--- config.mk ---
export PLATFORM = sky130hd
export DESIGN_NAME = remote_sp_port
export DESIGN_NICKNAME = d
export VERILOG_FILES = /design/src/rtl/rsp_pkg.sv /design/src/rtl/rsp_cmd_sync.sv /design/src/rtl/rsp_supply_state.sv /design/src/rtl/rsp_sp_path.sv /design/src/rtl/remote_sp_port.sv
export SDC_FILE = /design/constraint.sdc
export NUM_CORES = 1
export LEC_CHECK = 0
export BUFFER_PORTS_ARGS = -buffer_cell sky130_fd_sc_hd__buf_2
export CORE_MARGIN = 2
export CORE_UTILIZATION = 48
export CTS_CLUSTER_DIAMETER = 40
export DETAILED_ROUTE_END_ITERATION = 6
export PLACE_DENSITY = 0.85
export SYNTH_ARGS = -nofsm -noshare
export SYNTH_HDL_FRONTEND = slang
export SYNTH_HIERARCHICAL = 1
export SYNTH_SLANG_ARGS = --single-unit
--- constraint.sdc ---
create_clock -name clk -period 3.38 [get_ports clk]
set_input_delay 0.507 -clock clk [delete_from_list [all_inputs] [get_ports clk]]
set_output_delay 0.507 -clock clk [all_outputs]
set_load 0.05 [all_outputs]
--- src/rtl/rsp_pkg.sv ---
package rsp_pkg;

    localparam int CMD_N = 4;

    // bit 0 = on, bit 1 = off, bit 2 = clear faults, bit 3 = flip polarity
    typedef struct packed {
        logic flip;
        logic clr;
        logic off;
        logic on;
    } cmd_t;

    typedef struct packed {
        logic out_on;
        logic pol_neg;
    } drive_t;

    function automatic drive_t next_drive(drive_t cur, cmd_t c, logic trip, logic blocked);
        drive_t n;
        n = cur;
        if (c.flip && !cur.out_on)
            n.pol_neg = ~cur.pol_neg;
        if (trip || c.off)
            n.out_on = 1'b0;
        else if (c.on && !blocked)
            n.out_on = 1'b1;
        return n;
    endfunction

    function automatic logic capture_allowed(cmd_t c);
        return !(c.on || c.off || c.clr);
    endfunction

endpackage

--- src/rtl/rsp_cmd_sync.sv ---
module rsp_cmd_sync #(
    parameter int N      = 4,
    parameter int STAGES = 2
) (
    input  logic         clk,
    input  logic         rst,
    input  logic [N-1:0] din,
    output logic [N-1:0] rise
);
    localparam int DEPTH = STAGES + 1;

    logic [N-1:0] pipe [DEPTH];

    always_ff @(posedge clk) begin
        if (rst) pipe[0] <= '0;
        else     pipe[0] <= din;
    end

    for (genvar s = 1; s < DEPTH; s++) begin : g_stage
        always_ff @(posedge clk) begin
            if (rst) pipe[s] <= '0;
            else     pipe[s] <= pipe[s-1];
        end
    end

    assign rise = pipe[STAGES-1] & ~pipe[STAGES];

    assert_single_pulse_R6: assert property (@(posedge clk) disable iff (rst)
        (|rise) |=> ((rise & $past(rise)) == '0));

endmodule

--- src/rtl/rsp_supply_state.sv ---
module rsp_supply_state
    import rsp_pkg::*;
#(
    parameter int N_FAULT = 4
) (
    input  logic               clk,
    input  logic               rst,
    input  cmd_t               cmd,
    input  logic [N_FAULT-1:0] fault_in,
    output logic               out_on,
    output logic               pol_neg,
    output logic [N_FAULT-1:0] fault_latched
);
    drive_t drv_q, drv_d;
    logic   trip, blocked;

    assign trip    = |fault_in;
    assign blocked = |fault_latched;
    assign drv_d   = next_drive(drv_q, cmd, trip, blocked);

    always_ff @(posedge clk) begin
        if (rst) begin
            drv_q         <= '0;
            fault_latched <= '0;
        end else begin
            drv_q <= drv_d;
            if (cmd.clr) fault_latched <= fault_in;
            else         fault_latched <= fault_latched | fault_in;
        end
    end

    assign out_on  = drv_q.out_on;
    assign pol_neg = drv_q.pol_neg;

    assert_off_wins_R7: assert property (@(posedge clk) disable iff (rst)
        cmd.off |=> !out_on);

    assert_on_blocked_R8: assert property (@(posedge clk) disable iff (rst)
        (cmd.on && (|fault_latched) && !out_on) |=> !out_on);

    assert_trip_R9: assert property (@(posedge clk) disable iff (rst)
        (|fault_in) |=> !out_on);

    assert_latch_sticky_R9: assert property (@(posedge clk) disable iff (rst)
        !cmd.clr |=> ((fault_latched & $past(fault_latched)) == $past(fault_latched)));

    assert_pol_frozen_R10: assert property (@(posedge clk) disable iff (rst)
        out_on |=> $stable(pol_neg));

endmodule

--- src/rtl/rsp_sp_path.sv ---
module rsp_sp_path #(
    parameter int SP_W = 20
) (
    input  logic            clk,
    input  logic            rst,
    input  logic            mode_strap,
    input  logic            remote_sel,
    input  logic            hold,
    input  logic [SP_W-1:0] sp_bus_in,
    input  logic [SP_W-1:0] local_sp,
    output logic [SP_W-1:0] sp_bus_out,
    output logic            sp_bus_oe,
    output logic [SP_W-1:0] reg_sp
);
    logic [SP_W-1:0] sp_cap;
    logic            slave;

    assign slave = !mode_strap;

    always_ff @(posedge clk) begin
        if (rst)
            sp_cap <= '0;
        else if (slave && !hold)
            sp_cap <= sp_bus_in;
    end

    assign sp_bus_oe  = mode_strap;
    assign sp_bus_out = mode_strap ? local_sp : '0;
    assign reg_sp     = (slave && remote_sel) ? sp_cap : local_sp;

    assert_hold_no_capture_R5: assert property (@(posedge clk) disable iff (rst)
        hold |=> $stable(sp_cap));

    assert_remote_follows_R3: assert property (@(posedge clk) disable iff (rst)
        (slave && remote_sel && !hold && $stable(mode_strap) && $stable(remote_sel))
            |=> (!slave || !remote_sel || reg_sp == $past(sp_bus_in)));

endmodule

--- src/rtl/remote_sp_port.sv ---
module remote_sp_port
    import rsp_pkg::*;
#(
    parameter int SP_W        = 20,
    parameter int N_FAULT     = 4,
    parameter int SYNC_STAGES = 2
) (
    input  logic               clk,
    input  logic               rst,
    input  logic               mode_strap,
    input  logic               remote_sel,
    input  logic               cmd_on,
    input  logic               cmd_off,
    input  logic               cmd_reset,
    input  logic               cmd_invert,
    input  logic [N_FAULT-1:0] fault_in,
    input  logic [SP_W-1:0]    local_sp,
    input  logic [SP_W-1:0]    sp_bus_in,
    output logic [SP_W-1:0]    sp_bus_out,
    output logic               sp_bus_oe,
    output logic [SP_W-1:0]    reg_sp,
    output logic               out_on,
    output logic               pol_neg,
    output logic [N_FAULT-1:0] fault_latched
);
    logic [CMD_N-1:0] raw_cmd, cmd_rise;
    cmd_t             cmd;
    logic             hold;

    assign raw_cmd = {cmd_invert, cmd_reset, cmd_off, cmd_on};

    rsp_cmd_sync #(.N(CMD_N), .STAGES(SYNC_STAGES)) u_sync (
        .clk  (clk),
        .rst  (rst),
        .din  (raw_cmd),
        .rise (cmd_rise)
    );

    assign cmd  = cmd_t'(cmd_rise);
    assign hold = !capture_allowed(cmd);

    rsp_supply_state #(.N_FAULT(N_FAULT)) u_state (
        .clk           (clk),
        .rst           (rst),
        .cmd           (cmd),
        .fault_in      (fault_in),
        .out_on        (out_on),
        .pol_neg       (pol_neg),
        .fault_latched (fault_latched)
    );

    rsp_sp_path #(.SP_W(SP_W)) u_sp (
        .clk        (clk),
        .rst        (rst),
        .mode_strap (mode_strap),
        .remote_sel (remote_sel),
        .hold       (hold),
        .sp_bus_in  (sp_bus_in),
        .local_sp   (local_sp),
        .sp_bus_out (sp_bus_out),
        .sp_bus_oe  (sp_bus_oe),
        .reg_sp     (reg_sp)
    );

    assert_status_strap_R12: assert property (@(posedge clk) disable iff (rst)
        ($changed(mode_strap) && !(|cmd_rise) && !(|fault_in))
            |-> ($stable(out_on) && $stable(pol_neg)));

endmodule

==> results list <==
* Clock transition at the registers of the reported paths: 80 ps
* Count of maximum capacitance violations: 0
- The number of setup buffers added after CTS is 0.
* Top cells by count, synth: dfxtp_1, a21oi_1, and2_1, o21ai_0, or3b_1
- Setup repair after global routing left no endpoint under its margin.
* Area added between synthesis and finish: 33.9%
* Floorplan Core Area: 3630 sq um
* Period Utilization, post-route: 0.784
- The synthesized design contains 38 register bits.
- At the placement stage, the worst setup path has a slack of 737 ps.
* Vias per std cell: 5.00
- Summed over all instances, the cell type with the most area after synthesis is dfxtp_1.
* DIE AREA: 4280 sq um
- Starting Density: 0.499
* Sum of net half-perimeters after detailed placement: 2770 microns
* Critical path startpoint: mode_strap
- The number of antenna violations at the first check in global routing came to 0.
- Across every metal layer, demand over resource in global routing totals 0.182.
- Hold repair after CTS inserted 0 buffers.
- Avg WL per Cell: 11.9 microns
- Final hold analysis gives a worst-case slack of 424 ps.
- The min-delay analysis places its worst path in the category input pin to flip-flop.
- In this run the critical register-to-register path is launched from u_sync/pipe[1][1]$_SDFF_PP0_.
- Post-synth ARST share: 0
- STA puts the critical path data required time at 2870 ps.
- After the first detailed-routing iteration, the DRC count stood at 69.
- Vias in the first global route: 1,438
* Die boundary width: 65.5 microns
* Proportion of layout cells with a drive suffix above 1: 0.505
- At the worst endpoint, the arrival time is 2140 ps.
- In this run the worst setup path terminates at reg_sp[18].
- Setup violators final: 0
* Post-cts repair resize count: 0
- Portion of synthesized cell area occupied by the leading cell type: 0.420
- Yosys warning count: 6
- TritonCTS built the clock tree.
* DRC violation count after routing: 0
- Top-count cell post-synth: dfxtp_1
* Floorplan row count: 22
- In this run, synthesis inferred 0 flip-flops with an integrated enable.
- The worst setup path is launched from an input pin.
- Detailed routing inserted a total of 1,635 vias.
- The H-tree was split into 2 levels.
* Worst setup skew after layout: 6.47 ps
- Measured in cells, the most critical reg-to-reg path has a length of 4.
* Remaining antenna violation count: 0
- Mean instance size in the synthesized netlist: 9.64 sq um
- The first detailed-routing pass ran for 4 iterations.
- Kind of capture point of the worst setup path: primary output
- In this run the tightest slew margin relative to its limit is 0.343.
* Max VDD drop: 0.000326 V
* Clock Latency Late Sink: 290 ps
- Pwr per Cell Area: 509 nW/um^2
- The hold violation count in the final report is 0.
- Reg-to-reg setup timing slack: 1430 ps
- Fin worst setup slack: 731 ps
* Maximum clock rate: 378 MHz
- The clock drives 38 sinks.
- Maximum count of clock buffers along a single path: 2
* Top cells by area, synth: dfxtp_1, mux2_2, or3b_1
* Antenna Diode Count: 0
* Ys flop type: dfxtp_1
- The first global-routing pass estimated 6130 microns of wire.
* Largest net degree at the start of global routing: 63
- The endpoint identified for the worst register-to-register timing path is u_sp/sp_cap[10]$_SDFFE_PP0P_.
- Crit Path Category: input pin to primary output
- Total count of max-transition violations in the final report: 0
* Peak fanout along the critical path: 62
- Clock tree synthesis inserted a total of 5 buffers.
* Fin nets: 330
- Top-Level Pins: 99
* Sequential fraction of the synthesis area: 0.420
- Final Cell Area: 2430 sq um
* Worst Max-Slew Pin Slew: 986 ps
- The tree is rooted in a clkbuf_8.
- Overall overflow remaining after global route: 0
- Synthesized netlist cell count: 188
- For the final routed database, the setup TNS stands at 0 ps.
- In this run the static leakage power is 1.13 nW.
- The die is 65.5 microns tall.
* Status: complete, no violations
- During placement, the flow inserted port buffers numbering 98.
- The congestion estimate from routability-driven global placement came to 0.700.
* Distinct cell type count of the synthesized netlist: 23
- Placement-stage cell area: 2290 sq um
- The worst path needs 2650 ps of the cycle, external delays included.
- Netlist area before placement: 1810 sq um
- Routed Wire Length: 3880 microns
- Counting every net in the synthesized netlist gives 240.
-- worst min-delay path by stage --
stage,from,to,slack [ps],cells past startpoint
floorplan,u_sync/pipe[0][0]$_SDFF_PP0_,u_sync/pipe[1][0]$_SDFF_PP0_,410,1
global placement,u_sync/pipe[0][0]$_SDFF_PP0_,u_sync/pipe[1][0]$_SDFF_PP0_,420,1
detailed placement,u_sync/pipe[0][2]$_SDFF_PP0_,u_sync/pipe[1][2]$_SDFF_PP0_,420,1
CTS,cmd_invert,u_sync/pipe[0][3]$_SDFF_PP0_,410,2
global route,cmd_on,u_sync/pipe[0][0]$_SDFF_PP0_,420,2
finish,cmd_invert,u_sync/pipe[0][3]$_SDFF_PP0_,420,2
-- through the flow --
step,std cells,total power [mW],util
floorplan,188,0.719,-
global placement,319,0.785,0.630
detailed placement,319,0.791,0.630
CTS,327,1.25,0.668
global route,327,1.29,0.668
finish,327,1.23,0.668
-- cell usage in the layout (no fill, tap or decap) --
cell / n
clkinv_4: 1
mux2_2: 19
nor2_1: 5
bufinv_16: 2
dfxtp_1: 38
nor2b_4: 2
nor4_2: 1
nor2b_2: 8
xnor2_1: 1
or3_1: 1
nor4_1: 1
nand2b_1: 1
or3b_1: 20
mux2_1: 1
clkbuf_8: 5
o21ai_0: 20
buf_2: 98
or4_4: 1
buf_4: 1
and2b_2: 2
a21oi_1: 25
nor2b_1: 5
and2_1: 20
inv_2: 1
-- where the power goes --
part / internal, mW / total, mW / switching [mW]
sequential: 0.472 / 0.483 / 0.0109
clock: 0.296 / 0.455 / 0.159
combinational: 0.0946 / 0.297 / 0.202
total: 0.862 / 1.23 / 0.372
-- registers in the layout (all words and copies together), names as in the netlist --
register and flops:
u_sp/sp_cap 20, u_sync/pipe 12, u_state/fault_latched 4, u_state/out_on 1
u_state/pol_neg 1
-- critical path, stage by stage --
cell and delay, ps:
buf_2 580, nand2b_1 190, buf_4 270, mux2_2 380
buf_2 210
-- kinds of logic after synthesis --
| logic type | after synthesis | synth area share |
|---|---|---|
| AOI/OAI and AO/OA | 45 | 0.124 |
| xor gates and xnor gates | 1 | 0.00483 |
| buffers and inverters | 17 | 0.0469 |
| DFF | 38 | 0.420 |
| muxes | 20 | 0.124 |
| and+or+nand+nor | 67 | 0.280 |
-- metal layers --
metal / share of wire / up-vias / global-route usage
li1: - / 836 / -
met1: 0.41 / 720 / 0.199
met2: 0.47 / 73 / 0.333
met3: 0.10 / 6 / 0.0616
met4: 0.011 / 0 / 0.0495
met5: 0 / - / 0
-- cell type report --
type	count	area [sq um]
fill	324	1210
multi-input combinational	133	967
sequential	38	761
timing repair buffer	99	498
clock buffer	5	68.8
clock inverter	3	68.8
tap	48	60.1
inverter	1	3.75
Note: power is estimated with default switching activity, not from simulation.
